==> src/rtl/bts_pkg.sv <==
package bts_pkg;

  typedef enum logic [1:0] {
    WALK_INC_AFTER  = 2'd0,
    WALK_INC_BEFORE = 2'd1,
    WALK_DEC_AFTER  = 2'd2,
    WALK_DEC_BEFORE = 2'd3
  } walk_mode_e;

  typedef enum logic [1:0] {
    SEQ_IDLE = 2'd0,
    SEQ_RUN  = 2'd1,
    SEQ_FIN  = 2'd2
  } seq_state_e;

  localparam logic [1:0] STK_FULL_DESC  = 2'd0;
  localparam logic [1:0] STK_EMPTY_DESC = 2'd1;
  localparam logic [1:0] STK_FULL_ASC   = 2'd2;
  localparam logic [1:0] STK_EMPTY_ASC  = 2'd3;

  // Stack discipline to walk: a store pushes, a load pops the opposite way.
  function automatic walk_mode_e stack_to_walk(input logic [1:0] stk, input logic is_load);
    walk_mode_e w;
    case (stk)
      STK_FULL_DESC:  w = is_load ? WALK_INC_AFTER  : WALK_DEC_BEFORE;
      STK_EMPTY_DESC: w = is_load ? WALK_INC_BEFORE : WALK_DEC_AFTER;
      STK_FULL_ASC:   w = is_load ? WALK_DEC_AFTER  : WALK_INC_BEFORE;
      default:        w = is_load ? WALK_DEC_BEFORE : WALK_INC_AFTER;
    endcase
    return w;
  endfunction

  function automatic logic walk_is_dec(input walk_mode_e w);
    return (w == WALK_DEC_AFTER) || (w == WALK_DEC_BEFORE);
  endfunction

endpackage

==> src/rtl/bts_mode_decode.sv <==
module bts_mode_decode
  import bts_pkg::*;
(
  input  logic [2:0] mode_i,
  input  logic       load_i,
  output walk_mode_e walk_o
);
  always_comb begin
    if (mode_i[2]) walk_o = stack_to_walk(mode_i[1:0], load_i);
    else           walk_o = walk_mode_e'(mode_i[1:0]);
  end
endmodule

==> src/rtl/bts_addr_calc.sv <==
module bts_addr_calc
  import bts_pkg::*;
#(
  parameter int ADDR_W     = 32,
  parameter int NREG       = 16,
  parameter int WORD_BYTES = 4
) (
  input  logic [ADDR_W-1:0] base_i,
  input  logic [NREG-1:0]   list_i,
  input  walk_mode_e        walk_i,
  output logic [ADDR_W-1:0] first_o,
  output logic [ADDR_W-1:0] final_o
);
  localparam int CNT_W = $clog2(NREG + 1);

  function automatic logic [CNT_W-1:0] count_set(input logic [NREG-1:0] m);
    logic [CNT_W-1:0] c;
    c = '0;
    for (int i = 0; i < NREG; i++) c = c + CNT_W'(m[i]);
    return c;
  endfunction

  function automatic logic [ADDR_W-1:0] span_bytes(input logic [CNT_W-1:0] c);
    return ADDR_W'(c) * ADDR_W'(WORD_BYTES);
  endfunction

  logic [ADDR_W-1:0] span;
  logic [ADDR_W-1:0] low_addr;
  logic              dec;

  always_comb begin
    span     = span_bytes(count_set(list_i));
    dec      = walk_is_dec(walk_i);
    low_addr = base_i - span;
    case (walk_i)
      WALK_INC_AFTER:  first_o = base_i;
      WALK_INC_BEFORE: first_o = base_i + ADDR_W'(WORD_BYTES);
      WALK_DEC_AFTER:  first_o = low_addr + ADDR_W'(WORD_BYTES);
      default:         first_o = low_addr;
    endcase
    final_o = dec ? low_addr : (base_i + span);
  end
endmodule

==> src/rtl/bts_low_pick.sv <==
module bts_low_pick #(
  parameter int NREG  = 16,
  parameter int IDX_W = $clog2(NREG)
) (
  input  logic [NREG-1:0]  mask_i,
  output logic [NREG-1:0]  onehot_o,
  output logic [IDX_W-1:0] idx_o,
  output logic             single_o
);
  logic [NREG:0] seen;
  assign seen[0] = 1'b0;

  for (genvar i = 0; i < NREG; i++) begin : g_chain
    assign onehot_o[i] = mask_i[i] & ~seen[i];
    assign seen[i+1]   = seen[i] | mask_i[i];
  end

  always_comb begin
    idx_o = '0;
    for (int i = 0; i < NREG; i++)
      if (onehot_o[i]) idx_o = idx_o | IDX_W'(i);
  end

  assign single_o = (mask_i != '0) && ((mask_i & ~onehot_o) == '0);
endmodule

==> src/rtl/bts_sequencer.sv <==
module bts_sequencer
  import bts_pkg::*;
#(
  parameter int ADDR_W     = 32,
  parameter int NREG       = 16,
  parameter int WORD_BYTES = 4,
  localparam int IDX_W     = $clog2(NREG)
) (
  input  logic              clk,
  input  logic              rst_n,
  input  logic              start_i,
  input  logic [ADDR_W-1:0] base_i,
  input  logic [NREG-1:0]   reg_list_i,
  input  logic [2:0]        mode_i,
  input  logic              load_i,
  input  logic              wb_en_i,
  output logic              busy_o,
  output logic              xfer_valid_o,
  input  logic              xfer_ready_i,
  output logic [IDX_W-1:0]  xfer_reg_o,
  output logic [ADDR_W-1:0] xfer_addr_o,
  output logic              xfer_load_o,
  output logic              xfer_last_o,
  output logic              done_o,
  output logic              wb_we_o,
  output logic [ADDR_W-1:0] wb_base_o,
  output logic              ret_load_o
);
  seq_state_e        state_q;
  logic [NREG-1:0]   mask_q;
  logic [ADDR_W-1:0] addr_q;
  logic [ADDR_W-1:0] final_q;
  logic              load_q, wb_q, top_q;

  walk_mode_e        walk;
  logic [ADDR_W-1:0] first_addr, final_addr;
  logic [NREG-1:0]   pick_onehot;
  logic [IDX_W-1:0]  pick_idx;
  logic              pick_single;

  // Named events for the checks below.
  logic start_take, xfer_fire, last_fire;

  bts_mode_decode u_dec (
    .mode_i (mode_i),
    .load_i (load_i),
    .walk_o (walk)
  );

  bts_addr_calc #(.ADDR_W(ADDR_W), .NREG(NREG), .WORD_BYTES(WORD_BYTES)) u_calc (
    .base_i  (base_i),
    .list_i  (reg_list_i),
    .walk_i  (walk),
    .first_o (first_addr),
    .final_o (final_addr)
  );

  bts_low_pick #(.NREG(NREG), .IDX_W(IDX_W)) u_pick (
    .mask_i   (mask_q),
    .onehot_o (pick_onehot),
    .idx_o    (pick_idx),
    .single_o (pick_single)
  );

  assign start_take = start_i && (state_q == SEQ_IDLE);
  assign xfer_fire  = (state_q == SEQ_RUN) && xfer_ready_i;
  assign last_fire  = xfer_fire && pick_single;

  always_ff @(posedge clk) begin
    if (!rst_n) begin
      state_q <= SEQ_IDLE;
      mask_q  <= '0;
      addr_q  <= '0;
      final_q <= '0;
      load_q  <= 1'b0;
      wb_q    <= 1'b0;
      top_q   <= 1'b0;
    end else begin
      case (state_q)
        SEQ_IDLE: if (start_take) begin
          mask_q  <= reg_list_i;
          addr_q  <= first_addr;
          final_q <= final_addr;
          load_q  <= load_i;
          wb_q    <= wb_en_i;
          top_q   <= reg_list_i[NREG-1];
          state_q <= (reg_list_i == '0) ? SEQ_FIN : SEQ_RUN;
        end
        SEQ_RUN: if (xfer_fire) begin
          mask_q <= mask_q & ~pick_onehot;
          addr_q <= addr_q + ADDR_W'(WORD_BYTES);
          if (pick_single) state_q <= SEQ_FIN;
        end
        default: state_q <= SEQ_IDLE;
      endcase
    end
  end

  assign busy_o       = (state_q != SEQ_IDLE);
  assign xfer_valid_o = (state_q == SEQ_RUN);
  assign xfer_reg_o   = pick_idx;
  assign xfer_addr_o  = addr_q;
  assign xfer_load_o  = load_q;
  assign xfer_last_o  = xfer_valid_o && pick_single;
  assign done_o       = (state_q == SEQ_FIN);
  assign wb_we_o      = done_o && wb_q;
  assign wb_base_o    = final_q;
  assign ret_load_o   = done_o && load_q && top_q;

  assert_hold_on_stall_R8: assert property (@(posedge clk) disable iff (!rst_n)
    (xfer_valid_o && !xfer_ready_i) |=> (xfer_valid_o && $stable(xfer_reg_o)
      && $stable(xfer_addr_o) && $stable(xfer_last_o)));

  assert_addr_step_R4: assert property (@(posedge clk) disable iff (!rst_n)
    (xfer_fire && !pick_single) |=> (xfer_addr_o == $past(xfer_addr_o) + ADDR_W'(WORD_BYTES)));

  assert_reg_ascend_R2: assert property (@(posedge clk) disable iff (!rst_n)
    (xfer_fire && !pick_single) |=> (xfer_valid_o && (xfer_reg_o > $past(xfer_reg_o))));

  assert_done_after_last_R12: assert property (@(posedge clk) disable iff (!rst_n)
    last_fire |=> (done_o && !xfer_valid_o));

  assert_done_single_R12: assert property (@(posedge clk) disable iff (!rst_n)
    done_o |=> (!done_o && !busy_o));

  assert_wb_strobe_R5: assert property (@(posedge clk) disable iff (!rst_n)
    wb_we_o |-> done_o);

  assert_ret_flag_R10: assert property (@(posedge clk) disable iff (!rst_n)
    ret_load_o |-> (done_o && xfer_load_o));

  assert_busy_ignore_R11: assert property (@(posedge clk) disable iff (!rst_n)
    (busy_o && start_i && !done_o) |=> busy_o);

endmodule

==> config.mk <==
export PLATFORM = sky130hd
export DESIGN_NAME = bts_sequencer
export DESIGN_NICKNAME = d
export VERILOG_FILES = /design/src/rtl/bts_pkg.sv /design/src/rtl/bts_mode_decode.sv /design/src/rtl/bts_addr_calc.sv /design/src/rtl/bts_low_pick.sv /design/src/rtl/bts_sequencer.sv
export SDC_FILE = /design/constraint.sdc
export NUM_CORES = 1
export LEC_CHECK = 0
export ABC_AREA = 1
export CAP_MARGIN = 10
export CORE_MARGIN = 2
export CORE_UTILIZATION = 35
export DETAILED_ROUTE_END_ITERATION = 10
export PLACE_DENSITY_LB_ADDON = 0.15
export SYNTH_ARGS = -nofsm -noshare
export SYNTH_HDL_FRONTEND = slang
export SYNTH_SLANG_ARGS = --single-unit
==> constraint.sdc <==
create_clock -name clk -period 7.7 [get_ports clk]
set_clock_uncertainty 0.05 [all_clocks]
set_input_delay 0.77 -clock clk [delete_from_list [all_inputs] [get_ports clk]]
set_output_delay 0.77 -clock clk [all_outputs]
set_load 0.01 [all_outputs]
==> flow_metrics.py <==
metrics = {
    "place": {
        "dpl.hpwl_um": 29300,
        "gp_congestion": 0.979,
        "portBuffers": 131,
    },
    "clocking": {
        "clk_pin_slew_ns": 0.08,
        "hold_buffers": 0,
        "htreeDepth": 3,
        "cts_buffers": 9,
        "cts_tree": "yes",
        "cts-root-buf": "clkbuf_16",
        "cts-resized-gates": 0,
        "cts.path.max_buffers": 2,
        "post-cts-setup-buffers": 0,
        "clock-sinks": 85,
        "clk_latency_ns": 0.36,
    },
    "global_routing": {
        "grt_max_degree": 69,
        "antenna_found_initial": 0,
        "grt_pass1_vias": 10138,
        "grt_pass1_wl_um": 58000,
        "grtUsageTotal": 0.257,
        "grt_overflow": 0,
    },
    "layout": {
        "fill_cells": 3016,
        "area_growth_pct": 18.2,
        "regArea_um2": 1700,
        "final_nets": 1800,
        "multi_input_area_um2": 6780,
        "fin_util": 0.422,
        "layout-drive-gt1-share": 0.0898,
        "num_antenna_cells": 0,
    },
    "critical_path": {
        "path_common_cell": "nand2_1",
        "endpoint_kind": "flop",
        "max_stage_delay_ns": 0.53,
        "crit_type": "in -> reg",
        "cpMaxStageDelayCell": "fa_1",
        "crit_arrival_ns": 7.36,
        "critPathRequiredTime_ns": 7.95,
        "cp-start-kind": "input pin",
        "crit_fanout": 11,
    },
    "yosys": {
        "ys.flop_type": "dfxtp_1",
        "synth.net_count": 1720,
        "ys_seq_area_frac": 0.176,
        "synth.area.top_cells": "dfxtp_1 (18%), nand2_1 (16%), inv_1 (7.6%)",
        "ys_async_sr_fraction": 0,
        "syn_area_um2": 9650,
        "netlist_instances": 1629,
        "synth_top_area_cell": "dfxtp_1",
        "syn_area_per_cell_um2": 5.92,
        "yosys.area.top_type_share": 0.176,
        "ys_ff_latch": 85,
        "yosysMostFrequentCell": "nand2_1",
        "yosys_warnings": 0,
        "synth.distinct_cells": 54,
        "synth-edff-count": 0,
        "synth_top_cells_by_count": "nand2_1 (410), inv_1 (195), nor2_1 (164)",
    },
    "timing": {
        "finalHoldViolCount": 0,
        "rsz0062_at_grt": "no",
        "min_period_ns": 7.11,
        "fmax_ghz": 0.141,
        "fin_crit_sh": 0.924,
        "setup-tns-final_ns": 0,
        "worstMarginPinSlew_ns": 1.02,
        "max-slew-margin-rel": 0.321,
        "finalMaxSlewViolations": 0,
        "setup_violations": 0,
    },
    "routing": {
        "wire_per_inst_um": 18.2,
        "drt_iter0_drc": 1181,
        "via_count": 11039,
        "vias_per_cell": 5.37,
        "routed_wl_um": 37300,
        "firstDrtPassIters": 5,
        "drc": 0,
        "ant_nets": 0,
    },
    "die": {
        "dieArea_um2": 28900,
        "num_rows": 60,
        "die_width_um": 170,
        "boundaryPins": 132,
        "fp.coreArea_um2": 27000,
        "die_h_um": 170,
        "start_util": 0.357,
    },
    "power_and_ir_drop": {
        "p_leak_nw": 4.98,
        "pwr_density_cell_nw_per_um2": 275,
        "vdd_drop_max_uv": 169,
    },
    "job": {
        "maxCapViolCount": 0,
    },
    "min_path": {
        "holdCritPathClass": "reg -> reg",
    },
    "outcome": {
        "status": "completed",
    },
}
-- report_power, final --
part	total (mW)	switching, mW	internal, mW
clock	0.455	0.228	0.227
combinational	1.99	1.25	0.733
sequential	0.697	0.130	0.567
total	3.14	1.61	1.53
-- final timing paths --
path,from,to,slack (ns),cells past startpoint
min,xfer_addr_o[0]$_SDFFE_PN0P_,xfer_addr_o[0]$_SDFFE_PN0P_,0.42,2
max,reg_list_i[0],xfer_addr_o[26]$_SDFFE_PN0P_,0.59,33
min reg2reg,xfer_addr_o[0]$_SDFFE_PN0P_,xfer_addr_o[0]$_SDFFE_PN0P_,0.42,2
max reg2reg,state_q[0]$_SDFFE_PN0P_,wb_q$_SDFFE_PN0P_,4.21,9
-- registers in the layout (all words and copies together), names as in the netlist --
register / flops
mask_q: 16
state_q: 2
top_q: 1
wb_base_o: 32
wb_q: 1
xfer_addr_o: 32
xfer_load_o: 1
-- critical path, delay by kind of cell --
kind	cells	cell delay [ns]
adder cells (fa/ha/maj)	8	3.48
buffers and inverters	6	0.80
AND/OR/NAND/NOR	16	1.77
AO/OA/AOI/OAI	3	0.55
-- cell type report --
class / count / share of cell area
clock buffers: 9 / 0.0197
multi-input cells: 1258 / 0.594
flip-flops and latches: 85 / 0.149
clock inverters: 7 / 0.00592
well taps: 341 / 0.0374
repair buffers: 144 / 0.123
inverters: 211 / 0.0703
-- cells by family (layout without fill, tap and decap cells) --
kind of cell | count (synthesis) | after routing | synth area share
simple gates | 863 | 863 | 0.421
xor+xnor | 33 | 33 | 0.0300
compound gates | 328 | 328 | 0.195
fa+ha+maj | 34 | 34 | 0.0534
flops | 85 | 85 | 0.176
buf+inv | 286 | 371 | 0.124
-- metal layers --
layer	global-route usage	vias to the layer above	routed length, µm
met5	0	-	0
met4	0.0580	0	653
met3	0.0265	38	2210
met2	0.398	415	16300
met1	0.383	5099	18200
li1	-	5487	-
-- metrics by stage --
step                      cells  cell area, µm²  power [mW]  hold WS, ns  setup slack (ns)
after floorplan            1629            9650        2.02        0.380              1.58
after global placement     2039           11100        2.66        0.403             0.233
after detailed placement   2039           11100        2.67        0.408             0.188
after CTS                  2055           11400        3.14        0.419             0.563
after global routing       2055           11400        3.40        0.430            0.0742
final                      2055           11400        3.14        0.417             0.589
-- cell usage in the layout, fill, tap and decap left out, drive strengths merged --
cell and instances:
a21boi 1, a21o 1, a21oi 128, a31oi 15, and2 3, and3b 1
buf 14, clkbuf 9, clkdlybuf4s50 130, clkinv 7, clkinvlp 3, dfxtp 85
fa 12, ha 22, inv 208, nand2 442, nand3 142, nand4 27
nor2 206, nor3 31, nor3b 3, nor4 5, o2111ai 1, o211ai 42
o21ai 118, o21bai 4, o221ai 4, o22ai 7, o311ai 1, o31ai 5
o41ai 1, or2 3, xnor2 3, xor2 30
No activity file was read; power rests on OpenSTA's default activity.
